### src/rtl/gpio_apb_pkg.sv
package gpio_apb_pkg;
  localparam int ADDR_W    = 7;
  localparam int DATA_W    = 32;
  localparam int MAX_PORTS = 4;

  localparam logic [ADDR_W-1:0] A_IRQ_EN   = 7'h30;
  localparam logic [ADDR_W-1:0] A_IRQ_MSK  = 7'h34;
  localparam logic [ADDR_W-1:0] A_IRQ_TYP  = 7'h38;
  localparam logic [ADDR_W-1:0] A_IRQ_POL  = 7'h3c;
  localparam logic [ADDR_W-1:0] A_IRQ_STS  = 7'h40;
  localparam logic [ADDR_W-1:0] A_IRQ_CLR  = 7'h4c;
  localparam logic [ADDR_W-1:0] A_PIN_BASE = 7'h50;

  function automatic logic [ADDR_W-1:0] out_ofs(input int idx);
    return ADDR_W'(idx * 12);
  endfunction

  function automatic logic [ADDR_W-1:0] dir_ofs(input int idx);
    return ADDR_W'(idx * 12 + 4);
  endfunction

  function automatic logic [ADDR_W-1:0] pin_ofs(input int idx);
    return ADDR_W'(32'h50 + idx * 4);
  endfunction
endpackage

### src/rtl/gpio_sync.sv
module gpio_sync #(
  parameter int W = 32
) (
  input  logic         clk,
  input  logic         rst_n,
  input  logic [W-1:0] async_i,
  output logic [W-1:0] sync_o
);
  logic [W-1:0] stage1;

  always_ff @(posedge clk or negedge rst_n) begin
    if (!rst_n) begin
      stage1 <= '0;
      sync_o <= '0;
    end else begin
      stage1 <= async_i;
      sync_o <= stage1;
    end
  end
endmodule

### src/rtl/gpio_port_bank.sv
module gpio_port_bank #(
  parameter int W = 32
) (
  input  logic         clk,
  input  logic         rst_n,
  input  logic         we_out,
  input  logic         we_dir,
  input  logic [W-1:0] wdata,
  output logic [W-1:0] out_q,
  output logic [W-1:0] dir_q
);
  always_ff @(posedge clk or negedge rst_n) begin
    if (!rst_n) begin
      out_q <= '0;
      dir_q <= '0;
    end else begin
      if (we_out) out_q <= wdata;
      if (we_dir) dir_q <= wdata;
    end
  end
endmodule

### src/rtl/gpio_irq_unit.sv
module gpio_irq_unit #(
  parameter int W = 32
) (
  input  logic         clk,
  input  logic         rst_n,
  input  logic [W-1:0] pin_s,
  input  logic         we_en,
  input  logic         we_msk,
  input  logic         we_typ,
  input  logic         we_pol,
  input  logic         we_clr,
  input  logic [W-1:0] wdata,
  output logic [W-1:0] en_q,
  output logic [W-1:0] msk_q,
  output logic [W-1:0] typ_q,
  output logic [W-1:0] pol_q,
  output logic [W-1:0] status_o
);
  logic [W-1:0] prev_q;
  logic [W-1:0] latch_q;
  logic [W-1:0] hit;
  logic [W-1:0] clr_bits;
  logic [W-1:0] level_act;

  always_comb begin
    hit       = typ_q & en_q & ((pol_q & pin_s & ~prev_q) | (~pol_q & ~pin_s & prev_q));
    clr_bits  = we_clr ? wdata : '0;
    level_act = ~(pin_s ^ pol_q);
    status_o  = ((typ_q & latch_q) | (~typ_q & level_act)) & en_q & ~msk_q;
  end

  always_ff @(posedge clk or negedge rst_n) begin
    if (!rst_n) begin
      en_q    <= '0;
      msk_q   <= '0;
      typ_q   <= '0;
      pol_q   <= '0;
      prev_q  <= '0;
      latch_q <= '0;
    end else begin
      if (we_en)  en_q  <= wdata;
      if (we_msk) msk_q <= wdata;
      if (we_typ) typ_q <= wdata;
      if (we_pol) pol_q <= wdata;
      prev_q  <= pin_s;
      latch_q <= ((latch_q & ~clr_bits) | hit) & en_q;
    end
  end

  AST_EDGE_LATCHES: assert property (@(posedge clk) disable iff (!rst_n)
    (|hit) |=> ((latch_q & $past(hit)) == $past(hit)));
  AST_CLEAR_TAKES: assert property (@(posedge clk) disable iff (!rst_n)
    we_clr |=> ((latch_q & $past(wdata & ~hit)) == '0));
  AST_NO_LATCH_WHEN_OFF: assert property (@(posedge clk) disable iff (!rst_n)
    1'b1 |=> ((latch_q & ~$past(en_q)) == '0));
endmodule

### src/rtl/gpio_apb_top.sv
module gpio_apb_top
  import gpio_apb_pkg::*;
#(
  parameter int NUM_PORTS = 4,
  parameter int PORT_W    = 32
) (
  input  logic                          clk,
  input  logic                          rst_n,
  input  logic                          psel,
  input  logic                          penable,
  input  logic                          pwrite,
  input  logic [6:0]                    paddr,
  input  logic [31:0]                   pwdata,
  output logic [31:0]                   prdata,
  input  logic [NUM_PORTS*PORT_W-1:0]   pin_in,
  output logic [NUM_PORTS*PORT_W-1:0]   pin_out,
  output logic [NUM_PORTS*PORT_W-1:0]   pin_oe,
  output logic                          irq
);
  localparam int PIN_W = NUM_PORTS * PORT_W;

  logic              wr;
  logic [PIN_W-1:0]  pin_s;
  logic [PORT_W-1:0] out_q [NUM_PORTS];
  logic [PORT_W-1:0] dir_q [NUM_PORTS];
  logic [PORT_W-1:0] wdat;
  logic [PORT_W-1:0] en_q, msk_q, typ_q, pol_q, status;

  assign wr   = psel & penable & pwrite;
  assign wdat = pwdata[PORT_W-1:0];

  gpio_sync #(.W(PIN_W)) u_sync (
    .clk(clk), .rst_n(rst_n), .async_i(pin_in), .sync_o(pin_s)
  );

  for (genvar i = 0; i < NUM_PORTS; i++) begin : g_port
    gpio_port_bank #(.W(PORT_W)) u_bank (
      .clk(clk), .rst_n(rst_n),
      .we_out(wr && paddr == out_ofs(i)),
      .we_dir(wr && paddr == dir_ofs(i)),
      .wdata(wdat),
      .out_q(out_q[i]),
      .dir_q(dir_q[i])
    );
    assign pin_out[i*PORT_W +: PORT_W] = out_q[i];
    assign pin_oe[i*PORT_W +: PORT_W]  = dir_q[i];
  end

  gpio_irq_unit #(.W(PORT_W)) u_irq (
    .clk(clk), .rst_n(rst_n),
    .pin_s(pin_s[PORT_W-1:0]),
    .we_en(wr && paddr == A_IRQ_EN),
    .we_msk(wr && paddr == A_IRQ_MSK),
    .we_typ(wr && paddr == A_IRQ_TYP),
    .we_pol(wr && paddr == A_IRQ_POL),
    .we_clr(wr && paddr == A_IRQ_CLR),
    .wdata(wdat),
    .en_q(en_q), .msk_q(msk_q), .typ_q(typ_q), .pol_q(pol_q),
    .status_o(status)
  );

  assign irq = |status;

  always_comb begin
    prdata = '0;
    if (psel) begin
      unique case (paddr)
        A_IRQ_EN:  prdata = 32'(en_q);
        A_IRQ_MSK: prdata = 32'(msk_q);
        A_IRQ_TYP: prdata = 32'(typ_q);
        A_IRQ_POL: prdata = 32'(pol_q);
        A_IRQ_STS: prdata = 32'(status);
        default:   prdata = '0;
      endcase
      for (int i = 0; i < NUM_PORTS; i++) begin
        if (paddr == out_ofs(i)) prdata = 32'(out_q[i]);
        if (paddr == dir_ofs(i)) prdata = 32'(dir_q[i]);
        if (paddr == pin_ofs(i)) prdata = 32'(pin_s[i*PORT_W +: PORT_W]);
      end
    end
  end

  AST_OUT_WRITE_LANDS: assert property (@(posedge clk) disable iff (!rst_n)
    (wr && paddr == 7'h00) |=> (pin_out[PORT_W-1:0] == $past(wdat)));
  AST_DIR_HOLDS: assert property (@(posedge clk) disable iff (!rst_n)
    !(wr && paddr == 7'h04) |=> $stable(pin_oe[PORT_W-1:0]));
endmodule

### config.mk
export PLATFORM = sky130hd
export DESIGN_NAME = gpio_apb_top
export DESIGN_NICKNAME = d
export VERILOG_FILES = /design/src/rtl/gpio_apb_pkg.sv /design/src/rtl/gpio_sync.sv /design/src/rtl/gpio_port_bank.sv /design/src/rtl/gpio_irq_unit.sv /design/src/rtl/gpio_apb_top.sv
export SDC_FILE = /design/constraint.sdc
export NUM_CORES = 1
export LEC_CHECK = 0
export ABC_AREA = 1
export BUFFER_PORTS_ARGS = -buffer_cell sky130_fd_sc_hd__buf_2
export CORE_MARGIN = 2
export CORE_UTILIZATION = 52
export DETAILED_ROUTE_END_ITERATION = 10
export MAX_ROUTING_LAYER = met4
export PLACE_DENSITY_LB_ADDON = 0.12
export REMOVE_ABC_BUFFERS = 1
export SLEW_MARGIN = 20
export SYNTH_ARGS = -nofsm -noshare
export SYNTH_HDL_FRONTEND = slang
export SYNTH_HIERARCHICAL = 1
export SYNTH_SLANG_ARGS = --single-unit
### constraint.sdc
create_clock -name clk -period 1.73 [get_ports clk]
set_input_delay 0.0865 -clock clk [delete_from_list [all_inputs] [get_ports clk]]
set_output_delay 0.0865 -clock clk [all_outputs]
set_load 0.005 [all_outputs]
==> summary.md <==
| Metric | Value |
|---|---|
| Post-Place Cell Area | 36900 µm² |
| Setup TNS | -34190 ps |
| H-tree levels | 3 |
| Worst Path Required | 1640 ps |
| TritonCTS Sinks | ~700 |
| Worst-margin pin slew | ~460 ps |
| Die X | 248 µm |
| Clk slew on worst S/H paths | 60 ps |
| #FFs+latches synth | 704 |
| Simple-gate share of the synthesized area | a little over a quarter |
| Cell mode on critical path | nand2_1 |
| Core box area | 58900 µm² |
| Buf+Inv Stages, Crit Path | 2 |
| Largest delay share family, worst path | simple AND/OR/NAND/NOR gates |
| Distinct cells, synth | 32 |
| Rel. slew slack | between 60% and 70% |
| Final slew viol count | 0 |
| Placed cells | ~5000 |
| Port Buf Inserts | 460 |
| Gate Count Post-Synth | 3513 |
| CTS tree | yes |
| Setup crit end kind | output pin |
| Io pins | 461 |
| Final design utilization | 71.3% |
| Final period util | 166% |
| Synth Area in Compound Gates | 4.32% |
| Synth top cells by count | nand2_1 (1378), dfrtp_1 (704), inv_1 (267) |
| Power Density | 896 nW/µm² |
| ANT nets after route | 0 |
| Crit path max fanout | 2 |
| Grt ovf | 0 |
| Status | complete, but fails checks |
| Final setup margin | -1150 ps |
| Adder-Cell Fraction of Synth Area | 2.59% |
| Final Instance Area | between 40000 and 50000 µm² |
| Initial Util | between 50% and 60% |
| Cts bufs inserted | 75 |
| Worst min-delay path class | in2async |
| RSZ-0062 raised after global routing | yes |
| Top cells by area, synth | dfrtp_1 (57%), nand2_1 (17%), nand3_1 (3.9%) |
| Area Overhead vs Synth | 35.7% |
| Worst-case vdd ir drop | 900 µV |
| Setup Viol. Count Final | 33 |
| Hold Slack | between 80 and 90 ps |
| First-pass GRT wire length | 165000 µm |
| Root buffer cell | clkbuf_16 |
| Final min period | about 2900 ps |
| Post-synthesis sequential area ratio | 56.9% |
| Synth Cell Area | 30900 µm² |
| Mapped Avg Cell Area | 8.81 µm² |
| Vias | 28200 |
| Vias in the first global route | 27800 |
| Post-synth EDFFs | 0 |
| Worst Reg-to-Reg Cells | 8 |
| Leakage | 22.3 nW |
| Max-cap violation count | 0 |
| Largest family of logic cells by synthesized area | simple AND/OR/NAND/NOR gates |
| Slowest stage cell, crit path | dfrtp_1 |
| Skew final | around 11 ps |
| Ys Warns | 6 |
| Synth Area in XOR/XNOR | 0% |
| Chip Height | 248 µm |
| Drt pass-1 iters | 5 |
| F_max | 347 MHz |
| Residual DRC | 0 |
| Finished Layout Cells | 5284 |
| Critical path cell sequence | inv_2 > ha_4 > o21ai_2 > nand2_1 > nor2_2 > nand2_1 > nand2_1 > nor2_2 > nand3_1 > nand2_1 > nand4_1 > nor2_1 > nand4_1 > nand2_2 > a21oi_2 > buf_2 |
| Synth area leader | dfrtp_1 |
| Drt total wl | around 110000 µm |
| Share of post-route cells with drive strength above 1 | ~30% |
| CP max stage delay | around 370 ps |
| GP Congestion | about 0.9 |
| Violated checks | negative setup slack |
| Routed vias/inst | roughly 5.3 |
| DR iter-0 viols | between 2000 and 3000 |
| Synth top area share | 56.9% |
| Initial antenna violation count | 4 |
| Final hold violations | 0 |
| Main synth FF type | dfrtp_1 |
| Clk_lat worst skew | 620 ps |
| Most common cell in the netlist | nand2_1 |
| Row count | between 80 and 90 |
| Setup crit start kind | register |
| Arrival time at the worst endpoint | 2790 ps |
| Levels on crit path | 16 |
| Post-synthesis mux area share | approximately 1.6% |
| Crit Path Class | reg2out |
| Tot GR Track Use | ~37% |
| DP Wirelength | 74400 µm |
| DR WL/cell | about 21 µm |
| Die area | 61500 µm² |
| Final Net Count | 4692 |
| Largest net degree at the start of global routing | 72 |
| Clk buf depth | 3 |
| Synth async-reset ratio | between 90% and 100% |
-- worst register-to-register path: stages (launching register included) --
cell     delay [ps]
dfrtp_1         410
buf_4           140
buf_4           120
buf_4           130
ha_1            190
inv_1            50
nand2_1          40
nand3_1          60
a21oi_1          60
-- sequential cells by signal (all words and copies together), names as in the netlist --
name	count
u_irq/msk_q	32
g_port.u_bank/dir_q	128
u_irq/prev_q	32
u_irq/pol_q	32
u_sync/sync_o	128
u_irq/latch_q	32
u_irq/typ_q	32
u_irq/en_q	32
g_port.u_bank/out_q	128
u_sync/stage1	128
-- layout make-up --
cell class	instances	area [µm²]
antenna	3	7.51
multi-input combinational	2361	11900
clock buffer	105	2160
sequential	704	17600
inverter	281	1100
fill	4436	16900
clock inverter	24	308
timing repair buffer	1033	7940
tap	773	967
-- routing by layer --
| layer | track usage [%] | vias up | part of all wire [%] |
|---|---|---|---|
| met5 | - | - | 0 |
| met4 | 14.5 | 0 | 4.3 |
| met3 | 8.28 | 284 | 9.5 |
| met2 | 56.7 | 1407 | 46 |
| met1 | 48.6 | 13700 | 40 |
| li1 | - | 12900 | - |
-- cell usage in the layout, fill, tap and decap left out, types with 82 or more instances in the layout --
cell	count
nand2_1	1356
dfrtp_1	704
buf_2	459
buf_4	337
inv_1	234
nand3_1	228
dlygate4sd3_1	161
o21ai_0	124
a21oi_1	98
nand2_2	82
-- power by group --
group          leakage (nW)  total [mW]  switching [mW]  internal (mW)
registers              8.60        17.8           0.516           17.3
logic                  12.5        3.57            1.97           1.60
clock network          1.22        16.2            6.86           9.38
total                  22.3        37.6            9.35           28.3
-- metrics by stage --
step	power (mW)	worst slack [ps]
after floorplan	18.9	-3420
after global placement	21.0	-528
after detailed placement	21.0	-521
after CTS	37.5	-1100
after global routing	38.9	-1340
final	37.6	-1150
-- logic make-up after synthesis --
family / after synthesis
multiplexers: 36
AND/OR/NAND/NOR: 1994
AO/OA/AOI/OAI: 267
adder cells (fa/ha/maj): 64
buffers and inverters: 448
flip-flops: 704
-- worst paths after layout --
check	startpoint	end	slack, ps
setup / recovery	u_irq/pol_q[12]	prdata[12]	-1150
hold / removal	rst_n	u_sync/sync_o[35]	90
setup reg to reg	u_sync/sync_o[31]	u_irq/latch_q[31]	430
hold reg to reg	u_sync/stage1[29]	u_sync/sync_o[29]	340
max in group asynchronous	rst_n	g_port[3].u_bank/dir_q[9]	1080
min in group clk	pin_in[115]	u_sync/stage1[115]	90
-- timing repair --
item,in CTS,in global routing
hold buffers,162,0
pin swaps,29,112
gates cloned,0,0
setup buffers,9,25
endpoints found under the setup margin,33,33
resized for setup,101,99
endpoints found under the hold margin,1219,0
(Power assumes the default switching activity.)
